### src/rtl/regport_pkg.sv
package regport_pkg;
    localparam int DEF_AW     = 8;
    localparam int DEF_DW     = 8;
    localparam int DEF_NREGS  = 15;
    localparam logic [7:0] DEF_BASE_RST = 8'hEA;
    localparam logic [7:0] DEF_BASE_A   = 8'hE0;
    localparam logic [7:0] DEF_BASE_B   = 8'hE2;
    localparam logic [7:0] DEF_BASE_C   = 8'hE4;
    localparam logic [7:0] DEF_BASE_D   = 8'hEA;
endpackage

### src/rtl/regport_base.sv
module regport_base #(
    parameter int              AW       = regport_pkg::DEF_AW,
    parameter logic [AW-1:0]   BASE_RST = regport_pkg::DEF_BASE_RST,
    parameter logic [AW-1:0]   BASE_A   = regport_pkg::DEF_BASE_A,
    parameter logic [AW-1:0]   BASE_B   = regport_pkg::DEF_BASE_B,
    parameter logic [AW-1:0]   BASE_C   = regport_pkg::DEF_BASE_C,
    parameter logic [AW-1:0]   BASE_D   = regport_pkg::DEF_BASE_D
) (
    input  logic          clk,
    input  logic          rst,
    input  logic          cfg_mode,
    input  logic          prog_we,
    input  logic [AW-1:0] prog_val,
    output logic [AW-1:0] cur_base
);
    typedef struct packed {
        logic [AW-1:0] cur;
        logic [AW-1:0] pend;
    } base_st_t;

    base_st_t st_d, st_q;
    logic     legal;

    always_comb begin
        legal = (prog_val == BASE_A) || (prog_val == BASE_B) ||
                (prog_val == BASE_C) || (prog_val == BASE_D);
        st_d = st_q;
        if (cfg_mode && prog_we && legal) begin
            st_d.pend = prog_val;
        end
        if (!cfg_mode) begin
            st_d.cur = st_q.pend;
        end
    end

    always_ff @(posedge clk) begin
        if (rst) begin
            st_q.cur  <= BASE_RST;
            st_q.pend <= BASE_RST;
        end else begin
            st_q <= st_d;
        end
    end

    assign cur_base = st_q.cur;


    pend_legal_chk: assert property (@(posedge clk) disable iff (rst)
        (st_q.pend == BASE_A) || (st_q.pend == BASE_B) ||
        (st_q.pend == BASE_C) || (st_q.pend == BASE_D));


    cur_hold_chk: assert property (@(posedge clk) disable iff (rst)
        ($past(cfg_mode) && !$past(rst)) |-> $stable(st_q.cur));
endmodule

### src/rtl/regport_bank.sv
module regport_bank #(
    parameter int DW    = regport_pkg::DEF_DW,
    parameter int NREGS = regport_pkg::DEF_NREGS,
    localparam int IW   = $clog2(NREGS + 1),
    localparam int NSLOT = 1 << IW
) (
    input  logic          clk,
    input  logic          rst,
    input  logic          port_we,
    input  logic [IW-1:0] port_idx,
    input  logic [DW-1:0] port_wdata,
    input  logic          cfg_we,
    input  logic [IW-1:0] cfg_idx,
    input  logic [DW-1:0] cfg_wdata,
    output logic [DW-1:0] port_rdata,
    output logic [DW-1:0] cfg_rdata
);
    logic [DW-1:0] slot [NSLOT];

    for (genvar e = 0; e < NSLOT; e++) begin : g_ent
        if (e >= 1 && e <= NREGS) begin : g_live
            logic [DW-1:0] ent_d, ent_q;

            always_comb begin
                ent_d = ent_q;
                if (port_we && port_idx == IW'(e)) ent_d = port_wdata;
                if (cfg_we && cfg_idx == IW'(e))   ent_d = cfg_wdata;
            end

            always_ff @(posedge clk) begin
                if (rst) ent_q <= '0;
                else     ent_q <= ent_d;
            end

            assign slot[e] = ent_q;


            cfg_wins_chk: assert property (@(posedge clk) disable iff (rst)
                (cfg_we && cfg_idx == IW'(e)) |=> (ent_q == $past(cfg_wdata)));
        end else begin : g_dead
            assign slot[e] = '0;
        end
    end

    assign port_rdata = slot[port_idx];
    assign cfg_rdata  = slot[cfg_idx];
endmodule

### src/rtl/regport_top.sv
module regport_top #(
    parameter int              AW       = regport_pkg::DEF_AW,
    parameter int              DW       = regport_pkg::DEF_DW,
    parameter int              NREGS    = regport_pkg::DEF_NREGS,
    parameter logic [AW-1:0]   BASE_RST = regport_pkg::DEF_BASE_RST,
    parameter logic [AW-1:0]   BASE_A   = regport_pkg::DEF_BASE_A,
    parameter logic [AW-1:0]   BASE_B   = regport_pkg::DEF_BASE_B,
    parameter logic [AW-1:0]   BASE_C   = regport_pkg::DEF_BASE_C,
    parameter logic [AW-1:0]   BASE_D   = regport_pkg::DEF_BASE_D,
    localparam int             IW       = $clog2(NREGS + 1)
) (
    input  logic          clk,
    input  logic          rst,
    input  logic [AW-1:0] io_addr,
    input  logic [DW-1:0] io_wdata,
    input  logic          io_wr,
    input  logic          io_rd,
    output logic [DW-1:0] io_rdata,
    output logic          io_hit,
    input  logic          run_en,
    input  logic          cfg_mode,
    input  logic          base_prog_we,
    input  logic [AW-1:0] base_prog_val,
    input  logic          cfg_we,
    input  logic [IW-1:0] cfg_idx,
    input  logic [DW-1:0] cfg_wdata,
    output logic [DW-1:0] cfg_rdata
);
    logic [AW-1:0] cur_base, dat_addr;
    logic          at_idx, at_dat, idx_ok, port_we;
    logic [IW-1:0] port_idx;
    logic [DW-1:0] port_rdata;
    logic [DW-1:0] idx_d, idx_q;

    regport_base #(
        .AW(AW), .BASE_RST(BASE_RST),
        .BASE_A(BASE_A), .BASE_B(BASE_B), .BASE_C(BASE_C), .BASE_D(BASE_D)
    ) u_base (
        .clk      (clk),
        .rst      (rst),
        .cfg_mode (cfg_mode),
        .prog_we  (base_prog_we),
        .prog_val (base_prog_val),
        .cur_base (cur_base)
    );

    regport_bank #(.DW(DW), .NREGS(NREGS)) u_bank (
        .clk        (clk),
        .rst        (rst),
        .port_we    (port_we),
        .port_idx   (port_idx),
        .port_wdata (io_wdata),
        .cfg_we     (cfg_we && cfg_mode),
        .cfg_idx    (cfg_idx),
        .cfg_wdata  (cfg_wdata),
        .port_rdata (port_rdata),
        .cfg_rdata  (cfg_rdata)
    );

    always_comb begin
        dat_addr = cur_base + AW'(1);
        at_idx   = run_en && (io_addr == cur_base);
        at_dat   = run_en && (io_addr == dat_addr);
        idx_ok   = (idx_q != '0) && (idx_q <= DW'(NREGS));
        port_idx = idx_ok ? idx_q[IW-1:0] : '0;
        port_we  = io_wr && at_dat && idx_ok;

        idx_d = idx_q;
        if (io_wr && at_idx) idx_d = io_wdata;

        io_hit = (io_rd || io_wr) && (at_idx || at_dat);
        if (io_rd && at_idx)      io_rdata = idx_q;
        else if (io_rd && at_dat) io_rdata = idx_ok ? port_rdata : '0;
        else                      io_rdata = '0;
    end

    always_ff @(posedge clk) begin
        if (rst) idx_q <= '0;
        else     idx_q <= idx_d;
    end


    idx_capture_chk: assert property (@(posedge clk) disable iff (rst)
        (io_wr && run_en && io_addr == cur_base) |=> (idx_q == $past(io_wdata)));


    disabled_quiet_chk: assert property (@(posedge clk) disable iff (rst)
        !run_en |-> (io_rdata == '0 && !io_hit));


    idle_quiet_chk: assert property (@(posedge clk) disable iff (rst)
        !io_rd |-> (io_rdata == '0));
endmodule

### config.mk
export PLATFORM = sky130hd
export DESIGN_NAME = regport_top
export DESIGN_NICKNAME = d
export VERILOG_FILES = /design/src/rtl/regport_pkg.sv /design/src/rtl/regport_base.sv /design/src/rtl/regport_bank.sv /design/src/rtl/regport_top.sv
export SDC_FILE = /design/constraint.sdc
export NUM_CORES = 1
export LEC_CHECK = 0
export ABC_AREA = 1
export BUFFER_PORTS_ARGS = -buffer_cell sky130_fd_sc_hd__buf_2
export CAP_MARGIN = 20
export CORE_UTILIZATION = 40
export DETAILED_ROUTE_END_ITERATION = 12
export PLACE_DENSITY_LB_ADDON = 0.1
export REMOVE_ABC_BUFFERS = 1
export SYNTH_ARGS = -nofsm -noshare
export SYNTH_HDL_FRONTEND = slang
export SYNTH_SLANG_ARGS = --single-unit
export TNS_END_PERCENT = 30
### constraint.sdc
create_clock -name clk -period 5.5 [get_ports clk]
set_input_delay 0.55 -clock clk [delete_from_list [all_inputs] [get_ports clk]]
set_output_delay 0.55 -clock clk [all_outputs]
set_load 0.03 [all_outputs]
After elaboration in Yosys (flattened, before gate mapping). Cells that the tools add are included.

Output and inout bits: 17. Input bits: 44. Logic and storage cells: 163. Register bits after elaboration: 144.

Eq/ne operators: 36. Reductions and logical operators: 63. Muxes and demuxes: 40. Add/subtract/negate cells: 1. $lt $le $gt $ge: 3. Bitwise logic cells: 2.

Operators by type and width (count): $mux 8 (37); $bmux 8 s4 (2); $eq 4x4->1 const B (16); $logic_and 1x1->1 (42); $eq 4x3->1 const B (8); $eq 8x8->1 const B (4); $reduce_bool 2->1 (15); $eq 4x2->1 const B (4); $eq 8x8->1 (2); $ge 5x5->1 const B (2); $not 4->5 (2); $add 8x1->8 const B (1); $eq 4x1->1 const B (2); $le 8x4->1 const B (1); $reduce_bool 8->1 (1); $logic_or 1x1->1 (5); $mux 4 (1).

Longest topological paths before layout. Gate-level depths: netlist (run 1).

Depth after elaboration: 10. Depth in mapped cells: 14.

Hierarchy. From an unflattened synthesis (run 1), not the netlist that was laid out.

Cell total of the unflattened synthesis: 1797. Area total of the unflattened synthesis: 10307.4 um^2.

Modules (own cells, without submodules): regport_bank (times used 1, area each 8614.5 um^2, cells an instance 1537); regport_top (times used 1, area each 1043.5 um^2, cells an instance 180); regport_base (times used 1, area each 649.4 um^2, cells an instance 80).

Least setup slack after synthesis (run 1). OpenSTA, ideal clock, no wires.

Path type: register to output. Start: register idx_q[4]. End: output port io_rdata[0]. Data required time: 4950 ps. Cell stages (with the launch flop): 12. Arrival time: 2049 ps. Path slack: 2901 ps. Path buffers: 1. Cell sequence: dfxtp_1 -> nor2_1 -> nand2_1 -> inv_2 -> nand3_1 -> clkinv_1 -> clkbuf_1 -> a21oi_1 -> nand2_1 -> nand2_1 -> nand3_1 -> o21bai_1.

Cells in the longest elaborated chain, start to end: 10. Elaborated cells on any way between the ends: 11. Those cells by class: order compare (1); mux (7); bitwise (1); reduce/logical (2).

Ends and longest elaborated chain: start: declaration (RTL line regport_top.sv:33) `logic [DW-1:0] idx_d, idx_q;`; start signal: assignment (RTL line regport_top.sv:79) `else idx_q <= idx_d;`; $le 8x4->1 or $reduce_bool 8->1 (tied branches) (RTL line regport_top.sv:64) `idx_ok = (idx_q != '0) && (idx_q <= DW'(NREGS));`; $logic_and 1x1->1 * (RTL line regport_top.sv:64); $mux 4 (RTL line regport_top.sv:65) `port_idx = idx_ok ? idx_q[IW-1:0] : '0;`; $not 4->5 (not written as such) (RTL line regport_bank.sv:45) `assign port_rdata = slot[port_idx];`; $bmux 8 s4 (RTL line regport_bank.sv:45); $mux 8 (not written as such) (2 in a row) (RTL line regport_bank.sv:45); $mux 8 * (2 in a row) (RTL line regport_top.sv:73) `else if (io_rd && at_dat) io_rdata = idx_ok ? port_rdata : '0;`; $mux 8 * (RTL line regport_top.sv:72) `if (io_rd && at_idx) io_rdata = idx_q;`; end: declaration (RTL line regport_top.sv:18) `output logic [DW-1:0] io_rdata,`.

Mark *: on every way between the ends. The rest lies on a longest branch, timed or not. The select of a mux whose other input is x is not followed.

Worst setup path after layout (run 1).
Start: register idx_q[4]. End: output port io_rdata[4].

Cells in the longest elaborated chain, start to end: 10. Elaborated cells on any way between the ends: 11. Those cells by class: order compare (1); mux (7); bitwise (1); reduce/logical (2).

Ends and longest elaborated chain (RTL line): $le 8x4->1 or $reduce_bool 8->1 (tied branches) (regport_top.sv:64); $logic_and 1x1->1 (regport_top.sv:64); $mux 4 (regport_top.sv:65); $not 4->5 (not written as such) (regport_bank.sv:45); $bmux 8 s4 (regport_bank.sv:45); $mux 8 (not written as such) (2 in a row) (regport_bank.sv:45); $mux 8 (2 in a row) (regport_top.sv:73); $mux 8 * (regport_top.sv:72).

Marked as above.

==> results of run 1 <==
## how the worst max path moves through the flow
stage / startpoint / to / slack [ps]
global placement: idx_q[4] / io_rdata[4] / 2030
finish: idx_q[4] / io_rdata[4] / 1430
global route: idx_q[4] / io_rdata[2] / 1330
floorplan: rst / u_base.cur_base[3] / 2410
detailed placement: idx_q[4] / io_rdata[4] / 2000
CTS: idx_q[4] / io_rdata[4] / 1580
## per-layer routing
layer	wire length (µm)	vias to the layer above	part of all wire (%)
met2	17960	414	46
li1	-	5547	-
met3	2879	75	7.4
met5	0	-	0
met4	1250	0	3.2
met1	17030	5151	44
## report_power, final
| group | total [mW] | switching [mW] | leakage, nW | internal (mW) |
|---|---|---|---|---|
| Clock | 1.39 | 0.533 | 0.330 | 0.859 |
| Combinational | 0.269 | 0.198 | 4.14 | 0.0707 |
| Sequential | 1.07 | 0.0100 | 1.16 | 1.06 |
## cells by family (layout without fill, tap and decap cells)
| logic type | Yosys count | count (layout) | synth area share (%) |
|---|---|---|---|
| AO/OA/AOI/OAI | 384 | 384 | 20.29 |
| XOR/XNOR | 6 | 6 | 0.5165 |
| adder cells (fa/ha/maj) | 1 | 1 | 0.1229 |
| buffers and inverters | 301 | 279 | 12.36 |
| flip-flops | 144 | 144 | 28.33 |
| other | 0 | 2 | 0 |
| AND/OR/NAND/NOR | 892 | 892 | 38.39 |
## cells in the final DEF (no fill, tap or decap), types with 7 or more instances in the layout
cell type,netlist,routed
nand2_1,435,435
nor2_1,252,251
o21ai_0,173,173
inv_1,171,171
nand3_1,157,157
a21oi_1,145,145
dfxtp_1,144,144
buf_2,12,60
o22ai_1,36,36
clkbuf_16,0,17
a221oi_1,14,14
nand4_4,13,13
nor3_1,12,12
buf_4,3,12
nand4_1,7,7
## area by class of cell
class / count / area share (%)
diodes: 2 / 0.04516
flip-flops and latches: 144 / 26.01
clock buffers: 17 / 3.839
multi-input cells: 1283 / 54.49
inverters: 175 / 5.950
repair buffers: 73 / 3.658
clock inverters: 14 / 2.281
well taps: 330 / 3.726
## registers in the layout, summed over array words and instances (netlist names)
name and count:
u_base.cur_base 8, u_base.st_q 8, idx_q 8, u_bank.g_ent.g_live.ent_q 120
## critical path, delay by kind of cell (launching register included)
kind / cells / cell delay, ps
AOI/OAI and AO/OA: 1 / 210
DFF: 1 / 320
and+or+nand+nor: 9 / 1490
buffers and inverters: 3 / 1050
## per-stage QoR
step	utilization [%]	hold slack, ps	instances	area, µm²	setup slack, ps
global route	44.24	361.0	2036	11080	1328
floorplan	-	416.8	1602	9575	2407
detailed placement	41.47	433.1	2004	10380	2004
global placement	41.47	429.3	2004	10380	2033
CTS	44.18	335.1	2035	11060	1575
finish	44.26	341.3	2038	11080	1432
==> key figures, run 1 <==
CTS
  • CTS buffer count: 17
  • Clock root buffer: clkbuf_16
  • H-tree lvl count: 4
  • Clock Tree Buf Depth: 2
  • Clock sink count: 144
  • Post-cts sizing count: 0
  • Hold Buf Count CTS: 0
  • Later-pin clock latency in the skew report: 450 ps
  • Clock transition at path regs: 70 ps
  • Number of post-CTS setup repair buffers: 0
  • CTS tree: done

Die
  • Die H: 161.5 µm
  • Starting density of the core: 40.64%
  • Die area: 0.02608 mm²
  • I/O pin total: 61
  • Row count: 58
  • Core area: 0.02504 mm²
  • Die X-Extent: 161.5 µm

Yosys
  • Post-Syn Instances: 1,728
  • Number of flops mapped to enable cells by yosys: 0
  • Register area share after synthesis: 28.33%
  • Top-count cell post-synth: nand2_1
  • Top cells by count, synth: nand2_1 (435), nor2_1 (252), o21ai_0 (173), inv_1 (171), nand3_1 (157)
  • Synth Cell Area: 0.01018 mm²
  • Async set or reset register ratio after synthesis: 0%
  • Syn_area_per_cell: 5.889 µm²
  • Top cell type's share of synthesized area: 28.33%
  • Area leader, netlist: dfxtp_1
  • Unique masters post-synth: 38
  • Largest cells by area after synthesis: dfxtp_1 (28%), nand2_1 (16%), nor2_1 (9.3%)
  • Ys Warns: 0
  • Top FF cell, synth: dfxtp_1
  • FF+latch count, synth: 144

Outcome
  • Status: finished, final reports clean

Worst hold path
  • Hold Crit Class: input pin to register
  • Hold Crit Depth: 3
  • Worst hold start: base_prog_val[1]
  • Hold EP: u_base.st_q[1]

Cells and area
  • Share of layout cells above drive strength 1: 8.030%
  • Sequential Area: 0.002883 mm²
  • Area of the multi-input gates: 0.006038 mm²
  • Filler instances: 2,739
  • Nets@finish: 1,739
  • P&R area growth vs syn: 8.902%

Critical path
  • Critical path, cell by cell: nor2_1 -> nand2_1 -> inv_2 -> nand3_1 -> inv_1 -> a21oi_1 -> nand2_1 -> nand2_1 -> nand2_1 -> nor2_1 -> nand2_1 -> nand2_1 -> buf_2
  • Worst-path fanout max: 14
  • CP startpoint kind: register
  • Reg2reg end: u_bank.g_ent[2].g_live.ent_q[1]
  • CP Capture Type: output port
  • Reg2reg path depth: 10
  • Crit path required time: 4950 ps
  • Crit-path most repeated cell: nand2_1
  • Worst r2r src: u_base.cur_base[1]
  • Critical path class: register to output port
  • CP Data Arrival Time: 3520 ps
  • Reg-to-reg setup timing slack: 2400 ps
  • Slowest-stage cell, CP: inv_1
  • Critical Path Max Stage Delay: 710 ps

Placement
  • GP Congestion: 0.9144
  • Final HPWL DP: 25,780 µm
  • Port Buffer Count: 60

Timing
  • Rel. slew slack: 30.81%
  • Final setup fails: 0
  • Post-layout min period: 4068 ps
  • Skew final: 12.71 ps
  • Slew Viols, Final: 0
  • Max Clock Freq: 245.8 MHz
  • Crit share post-route: 73.97%
  • Count of final hold-check violations: 0
  • Unrepaired setup endpoints after global routing: false
  • Worst slew pin tran: 1035 ps
  • Setup_tns: 0 ps

Route
  • Vias per cell: 5.489
  • Routed WL: 39,120 µm
  • DR pass1 iterations: 5
  • Routed length per placed instance: 19.20 µm
  • DR vias: 11,187
  • # DRC: 0
  • 1st-iter DRT viols: 1,038
  • Final ANT Viol Nets: 0

Global routing
  • Tot GR Track Use: 30.31%
  • Met2 usage: 48.57%
  • Met3 Usage GRT: 6.035%
  • GR peak layer: met2
  • Largest net degree at the start of global routing: 93
  • Global route overflow: 0
  • Vias in the first global route: 9,978
  • First-pass GRT wire length: 59,330 µm
  • GR met1 Demand/Resource: 39.69%
  • Initial antenna violation count: 0

Power and ir drop
  • Worst vdd ir: 156.1 µV
  • Pwr per Cell Area: 246.1 mW/mm²
  • Total Power: 2.728 mW
  • Leakage: 5.637 nW

Job
  • Max-cap violation count: 0
Power figures use the tool's default switching activity.
==> run 2, diff against run 1 <==
==> constraint.sdc (replaced) <==
create_clock -name clk -period 3.26 [get_ports clk]
set_input_delay 0.326 -clock clk [delete_from_list [all_inputs] [get_ports clk]]
set_output_delay 0.326 -clock clk [all_outputs]
set_load 0.03 [all_outputs]
==> run 2 against run 1 <==
Total power increased by 60%; flip-flop and latch count is the same; count of clock-buffer cells in the layout is the same; cell count grew 0.98%; wire length fell by 1.8%; sequential power up 68%; largest power group unchanged; clock skew fell by 3.1 ps.
==> key figures, run 2 (synthesis gave the netlist of run 1 again) <==
Outcome
  • Status: finished, final reports clean (unchanged)

Timing
  • Hold WS: 120.9 ps (was 341.3 ps)
  • Setup_tns: 0 ps (unchanged)
  • Unrepaired setup endpoints after global routing: false (unchanged)
  • Slew Viols, Final: 0 (unchanged)
  • Crit share post-route: 93.00%
  • Count of final hold-check violations: 0 (unchanged)
  • Rel. slew slack: 36.12% (was 30.81%)
  • PnR worst setup slack: 228.2 ps (was 1432 ps)
  • Skew final: 9.588 ps (was 12.71 ps)
  • Post-layout min period: 3032 ps
  • Final setup fails: 0 (unchanged)
  • Worst slew pin tran: 955.8 ps (was 1035 ps)
  • Max Clock Freq: 329.8 MHz

CTS
  • Clock sink count: 144 (unchanged)
  • Clock transition at path regs: 60 ps (was 70 ps)
  • CTS buffer count: 17 (unchanged)
  • Hold Buf Count CTS: 0 (unchanged)
  • Clock Tree Buf Depth: 2 (unchanged)
  • CTS tree: done (unchanged)
  • Clock root buffer: clkbuf_16 (unchanged)
  • Number of post-CTS setup repair buffers: 0 (unchanged)
  • H-tree lvl count: 4 (unchanged)
  • Later-pin clock latency in the skew report: 440 ps (was 450 ps)

Die
  • Die X-Extent: 161.5 µm (unchanged)
  • Row count: 58 (unchanged)
  • Die H: 161.5 µm (unchanged)
  • Die area: 0.02608 mm² (unchanged)
  • I/O pin total: 61 (unchanged)
  • Starting density of the core: 40.64% (unchanged)
  • Core area: 0.02504 mm² (unchanged)

Critical path
  • Worst r2r src: u_base.cur_base[1] (unchanged)
  • CP startpoint kind: register (unchanged)
  • Critical path class: register to output port (unchanged)
  • Reg-to-reg setup timing slack: 690 ps (was 2400 ps)
  • Worst-path fanout max: 12 (was 14)
  • CP Capture Type: output port (unchanged)
  • Reg2reg path depth: 10 (unchanged)
  • Reg2reg end: u_bank.g_ent[2].g_live.ent_q[3] (was u_bank.g_ent[2].g_live.ent_q[1])
  • Crit path required time: 2930 ps (was 4950 ps)
  • CP Data Arrival Time: 2710 ps (was 3520 ps)

Cells and area
  • Most frequent cells in the layout: nand2_1 (435), nor2_1 (250), o21ai_0 (173) (was nand2_1 (435), nor2_1 (251), o21ai_0 (173))
  • P&R area growth vs syn: 10.06% (was 8.902%)
  • Final design utilization: 44.73% (was 44.26%)
  • Share of layout cells above drive strength 1: 9.207% (was 8.030%)
  • Design Area, Final: 0.01120 mm² (was 0.01108 mm²)
  • Commonest non-fill, non-tap cell in the layout: nand2_1 (unchanged)
  • Reg with most FFs: u_bank.g_ent.g_live.ent_q (unchanged)
  • Nets@finish: 1,760 (was 1,739)
  • Max reg flops: 120 (unchanged)
  • Cell Count, Final, Fillers Out: 2,058 (was 2,038)

Placement
  • Placed Instance Area: 0.01059 mm² (was 0.01038 mm²)
  • GP Congestion: 0.9631 (was 0.9144)
  • Final HPWL DP: 25,830 µm (was 25,780 µm)
  • Port Buffer Count: 60 (unchanged)
  • DP Cell Count: 2,026 (was 2,004)
  • Place WS: 617.7 ps (was 2004 ps)

Worst hold path
  • Worst hold start: base_prog_val[1] (unchanged)
  • Hold EP: u_base.st_q[1] (unchanged)
  • Hold Crit Class: input pin to register (unchanged)
  • Hold Crit Depth: 3 (unchanged)

Power and ir drop
  • Share of total power in the clock network: 48.4% (was 51.0%)
  • P_sw: 1.248 mW (was 0.7411 mW)
  • Worst vdd ir: 260.2 µV (was 156.1 µV)
  • Switching share of power: 28.53% (was 27.17%)
  • Pwr per Cell Area: 390.6 mW/mm² (was 246.1 mW/mm²)
  • Sequential share of power: 41.2% (was 39.1%)
  • Total Power: 4.374 mW (was 2.728 mW)
  • Comb pwr share: 10.4% (was 9.9%)
  • Leakage: 5.705 nW (was 5.637 nW)
  • Internal power: 3.126 mW (was 1.987 mW)

Route
  • # DRC: 0 (unchanged)
  • DR WL met3: 2232 µm (was 2879 µm)
  • DR pass1 iterations: 5 (unchanged)
  • DR vias: 11,240 (was 11,187)
  • Routed length on met1: 17,150 µm (was 17,030 µm)
  • 1st-iter DRT viols: 1,008 (was 1,038)
  • Routed length per placed instance: 18.67 µm (was 19.20 µm)
  • Final ANT Viol Nets: 0 (unchanged)
  • Met2 WL: 17,900 µm (was 17,960 µm)
  • Routed WL: 38,430 µm (was 39,120 µm)
  • Top Metal Used: met4 (unchanged)
  • Vias per cell: 5.462 (was 5.489)

Global routing
  • Tot GR Track Use: 29.79% (was 30.31%)
  • Global route overflow: 0 (unchanged)
  • Largest net degree at the start of global routing: 59 (was 93)
  • Vias in the first global route: 10,194 (was 9,978)
  • First-pass GRT wire length: 59,140 µm (was 59,330 µm)
  • Initial antenna violation count: 0 (unchanged)

Job
  • Max-cap violation count: 0 (unchanged)
==> run 2: changes by cell type in the layout (fill, tap and decap cells not counted) <==
cell	previous run	this run
buf_4	12	31
buf_12	0	3
bufinv_16	6	3
clkinvlp_4	0	2
buf_8	1	0
clkinv_2	0	1
diode_2	2	1
nor2_1	251	250
nor2_2	2	3
==> run 2: layout make-up <==
type,instances,area (µm²)
antenna,1,2.502
clock buffer,17,425.4
clock inverter,14,182.7
fill,2704,13840
inverter,175,659.4
multi-input combinational,1283,6041
sequential,144,2883
tap,330,412.9
timing repair buffer,94,593.1
==> run 2: power groups by stage <==
| stage | Clock [mW] | Combinational (mW) | Sequential (mW) |
|---|---|---|---|
| after floorplan | 0 | 0.257 | 1.83 |
| after global placement | 0 | 0.444 | 1.84 |
| after detailed placement | 0 | 0.447 | 1.84 |
| after CTS | 2.13 | 0.449 | 1.80 |
| after global routing | 2.21 | 0.503 | 1.80 |
| final | 2.12 | 0.456 | 1.80 |
==> run 2: timing repair <==
item / CTS / global route
setup endpoints to repair: 0 / 6
resized for setup: 0 / 1
hold endpoints to repair: 0 / 0
==> run 2: worst max-delay path by stage <==
stage,start,to
final,idx_q[4],io_rdata[3]
after global placement,u_base.cur_base[1],io_rdata[1]
after global routing,u_base.cur_base[1],io_rdata[2]
after floorplan,rst,u_base.cur_base[3]
after CTS,u_base.cur_base[1],io_rdata[1]
after detailed placement,u_base.cur_base[1],io_rdata[1]
==> run 2: worst max-delay path, stage by stage (launching register included) <==
cell and delay (ps):
dfxtp_1 350, nor2_1 60, nand2_1 190, inv_2 120
nand3_1 100, buf_4 180, clkinv_1 100, buf_4 190
a21oi_1 150, nand2_1 110, nand2_1 90, nand3_1 80
o21bai_1 270, buf_2 260
==> run 2: routing by layer <==
layer / track usage (%) / vias to the layer above
met5: 0 / -
met4: 10.93 / 0
met3: 3.852 / 83
met2: 49.65 / 411
met1: 39.17 / 5156
li1: - / 5590
==> run 3, diff against run 2 <==
--- a/config.mk
+++ b/config.mk
@@ -5,7 +5,6 @@
 export SDC_FILE = /design/constraint.sdc
 export NUM_CORES = 1
 export LEC_CHECK = 0
-export ABC_AREA = 1
 export BUFFER_PORTS_ARGS = -buffer_cell sky130_fd_sc_hd__buf_2
 export CAP_MARGIN = 20
 export CORE_UTILIZATION = 40
==> run 3 against run 2 <==
Wire length down 13%; count of clock-buffer cells in the layout increased by 2; clock skew rose by 1.2 ps; combinational power is 21% lower.
==> key figures, run 3 <==
Yosys
  • Compound-Gate Fraction of Synth Area: 16.28% (was 20.29%)
  • FF+latch count, synth: 144 (unchanged)
  • Post-Syn Instances: 1,020 (was 1,728)
  • Top-count cell post-synth: dfxtp_1 (was nand2_1)
  • Number of flops mapped to enable cells by yosys: 0 (unchanged)
  • Synth Area in Adders: 0.1372% (was 0.1230%)
  • Synth Cell Area: 0.009120 mm² (was 0.01018 mm²)
  • Top cell type's share of synthesized area: 31.61% (was 28.33%)
  • Syn_area_per_cell: 8.941 µm² (was 5.889 µm²)
  • Ys Warns: 0 (unchanged)
  • Async set or reset register ratio after synthesis: 0% (unchanged)
  • Top FF cell, synth: dfxtp_1 (unchanged)
  • Mux cell area share after synthesis: 24.27% (was 0%)
  • Unique masters post-synth: 63 (was 38)
  • Dominant combinational cell family by area after synthesis: multiplexers (was simple AND/OR/NAND/NOR gates)
  • Synth Area in Simple Gates: 21.85% (was 38.39%)
  • Largest cells by area after synthesis: dfxtp_1 (32%), mux2i_1 (12%), mux4_2 (9.6%) (was dfxtp_1 (28%), nand2_1 (16%), nor2_1 (9.3%))
  • Xor and xnor fraction of the mapped netlist area: 1.303% (was 0.5164%)
  • Area leader, netlist: dfxtp_1 (unchanged)
  • Top cells by count, synth: dfxtp_1 (144), nor2_1 (137), mux2i_1 (112), a211oi_1 (92), clkbuf_1 (73) (was nand2_1 (435), nor2_1 (252), o21ai_0 (173), inv_1 (171), nand3_1 (157))
  • Register area share after synthesis: 31.61% (was 28.33%)

Global routing
  • First-pass GRT wire length: 51,160 µm (was 59,140 µm)
  • Initial antenna violation count: 1 (was 0)
  • Met2 usage: 44.98% (was 49.65%)
  • GR peak layer: met2 (unchanged)
  • Tot GR Track Use: 29.17% (was 29.79%)
  • GR met1 Demand/Resource: 40.82% (was 39.17%)
  • Global route overflow: 0 (unchanged)
  • Met3 Usage GRT: 5.557% (was 3.852%)
  • Vias in the first global route: 7,951 (was 10,194)
  • Largest net degree at the start of global routing: 80 (was 59)

Route
  • Final ANT Viol Nets: 0 (unchanged)
  • 1st-iter DRT viols: 771 (was 1,008)
  • DR pass1 iterations: 5 (unchanged)
  • Routed WL: 33,620 µm (was 38,430 µm)
  • # DRC: 0 (unchanged)
  • Vias per cell: 6.306 (was 5.462)
  • DR vias: 8,469 (was 11,240)
  • Routed length per placed instance: 25.03 µm (was 18.67 µm)

Timing
  • Count of final hold-check violations: 0 (unchanged)
  • Worst slew pin tran: 804.0 ps (was 955.8 ps)
  • Hold WS: 101.6 ps (was 120.9 ps)
  • Skew final: 10.75 ps (was 9.588 ps)
  • Slew Viols, Final: 0 (unchanged)
  • Final setup fails: 0 (unchanged)
  • Max Clock Freq: 311.0 MHz (was 329.8 MHz)
  • PnR worst setup slack: 44.79 ps (was 228.2 ps)
  • Post-layout min period: 3215 ps (was 3032 ps)
  • Setup_tns: 0 ps (unchanged)
  • Rel. slew slack: 46.40% (was 36.12%)
  • Crit share post-route: 98.63% (was 93.00%)

Critical path
  • CP Data Arrival Time: 2890 ps (was 2710 ps)
  • Slowest-stage cell, CP: or4_1 (was dfxtp_1)
  • Critical path class: register to output port (unchanged)
  • Critical Path Max Stage Delay: 730 ps (was 350 ps)
  • Crit path required time: 2930 ps (about the same)
  • CP startpoint kind: register (unchanged)
  • CP Capture Type: output port (unchanged)
  • Critical path, cell by cell: or4_1 -> or3_4 -> a211oi_1 -> a211o_1 -> o21ai_0 -> buf_2 (was nor2_1 -> nand2_1 -> inv_2 -> nand3_1 -> buf_4 -> clkinv_1 -> buf_4 -> a21oi_1 -> nand2_1 -> nand2_1 -> nand3_1 -> o21bai_1 -> buf_2)
  • Worst-path fanout max: 9 (was 12)

Die
  • Die X-Extent: 153.0 µm (was 161.5 µm)
  • Starting density of the core: 41.28% (was 40.64%)
  • I/O pin total: 61 (unchanged)
  • Die area: 0.02341 mm² (was 0.02608 mm²)
  • Core area: 0.02209 mm² (was 0.02504 mm²)
  • Row count: 54 (was 58)
  • Die H: 153.0 µm (was 161.5 µm)

CTS
  • Clock Tree Buf Depth: 2 (unchanged)
  • Clock transition at path regs: 70 ps (was 60 ps)
  • CTS tree: done (unchanged)
  • CTS buffer count: 17 (unchanged)
  • Later-pin clock latency in the skew report: 440 ps (about the same)
  • H-tree lvl count: 4 (unchanged)
  • Clock root buffer: clkbuf_16 (unchanged)
  • Clock sink count: 144 (unchanged)

Cells and area
  • Sequential Area: 0.002890 mm² (was 0.002883 mm²)
  • P&R area growth vs syn: 14.80% (was 10.06%)
  • Commonest non-fill, non-tap cell in the layout: dfxtp_1 (was nand2_1)
  • Most frequent cells in the layout: dfxtp_1 (138), nor2_1 (137), mux2i_1 (112) (was nand2_1 (435), nor2_1 (250), o21ai_0 (173))
  • Design Area, Final: 0.01047 mm² (was 0.01120 mm²)
  • Reg with most FFs: u_bank.g_ent.g_live.ent_q (unchanged)
  • Final design utilization: 47.39% (was 44.73%)
  • Cell Count, Final, Fillers Out: 1,343 (was 2,058)
  • Filler instances: 2,106 (was 2,704)
  • Max reg flops: 120 (unchanged)
  • Nets@finish: 1,095 (was 1,760)
  • Share of layout cells above drive strength 1: 21.28% (was 9.207%)
  • Area of the multi-input gates: 0.005924 mm² (was 0.006041 mm²)

Placement
  • Place WS: 231.3 ps (was 617.7 ps)
  • Placed Instance Area: 0.009787 mm² (was 0.01059 mm²)
  • DP Cell Count: 1,309 (was 2,026)
  • Final HPWL DP: 22,400 µm (was 25,830 µm)
  • GP Congestion: 0.9055 (was 0.9631)
  • Port Buffer Count: 60 (unchanged)

Power and ir drop
  • Pwr per Cell Area: 387.6 mW/mm² (was 390.6 mW/mm²)
  • Leakage: 4.227 nW (was 5.705 nW)
  • Worst vdd ir: 246.8 µV (was 260.2 µV)
  • Total Power: 4.058 mW (was 4.374 mW)

Outcome
  • Status: finished, final reports clean (unchanged)

Job
  • Max-cap violation count: 0 (unchanged)

Worst hold path
  • Hold Crit Class: input pin to register (unchanged)
==> run 3: cell types whose count changed after synthesis, moves of 115 or more <==
cell     previous run  this run
a21oi_1           145         5
inv_1             171         2
nand2_1           435        58
nand3_1           157        18
nor2_1            252       137
o21ai_0           173        10
==> run 3: power breakdown <==
group          leakage, nW  internal, mW  switching [mW]
Sequential            1.16          1.78          0.0195
Clock                0.256          1.05           0.847
Combinational         2.81         0.119           0.242
==> run 3: worst max-delay path, delay by kind of cell (launching register included) <==
family | cells | cell delay, ps
simple gates | 2 | 1220
buf+inv | 1 | 210
compound gates | 3 | 660
flops | 1 | 350
==> run 3: cells by family after synthesis <==
| kind of cell | count (synthesis) |
|---|---|
| AO/OA/AOI/OAI | 200 |
| XOR/XNOR | 12 |
| adder cells (fa/ha/maj) | 1 |
| buffers and inverters | 102 |
| flip-flops | 144 |
| multiplexers | 170 |
| AND/OR/NAND/NOR | 391 |
==> run 3: layer usage <==
metal	wire, µm	vias up	part of all wire [%]
met1	15370	4147	46
met5	0	-	0
met2	15040	352	45
met4	891	0	2.7
met3	2313	60	6.9
li1	-	3910	-
==> run 3: area by class of cell <==
| class | instances | area share [%] |
|---|---|---|
| antenna | 1 | 0.02390 |
| timing repair buffer | 111 | 7.146 |
| multi-input combinational | 774 | 56.58 |
| sequential | 144 | 27.61 |
| clock inverter | 12 | 1.087 |
| inverter | 2 | 0.07170 |
| tap | 280 | 3.346 |
| clock buffer | 19 | 4.135 |
==> run 3: repair_timing <==
item	4_1_cts	5_1_grt
hold buffers	0	0
setup buffers	0	2
gates resized for setup	9	13
pin swaps	2	1
endpoints found under the setup margin	8	8
==> run 3: final timing paths <==
path / start / end / slack, ps / depth (start not counted)
max: idx_q[4] / io_rdata[4] / 40 / 6
min: base_prog_val[3] / u_base.st_q[3] / 100 / 2
max reg2reg: idx_q[4] / u_bank.g_ent[5].g_live.ent_q[7] / 220 / 7
min reg2reg: u_base.st_q[7] / u_base.st_q[7] / 440 / 1
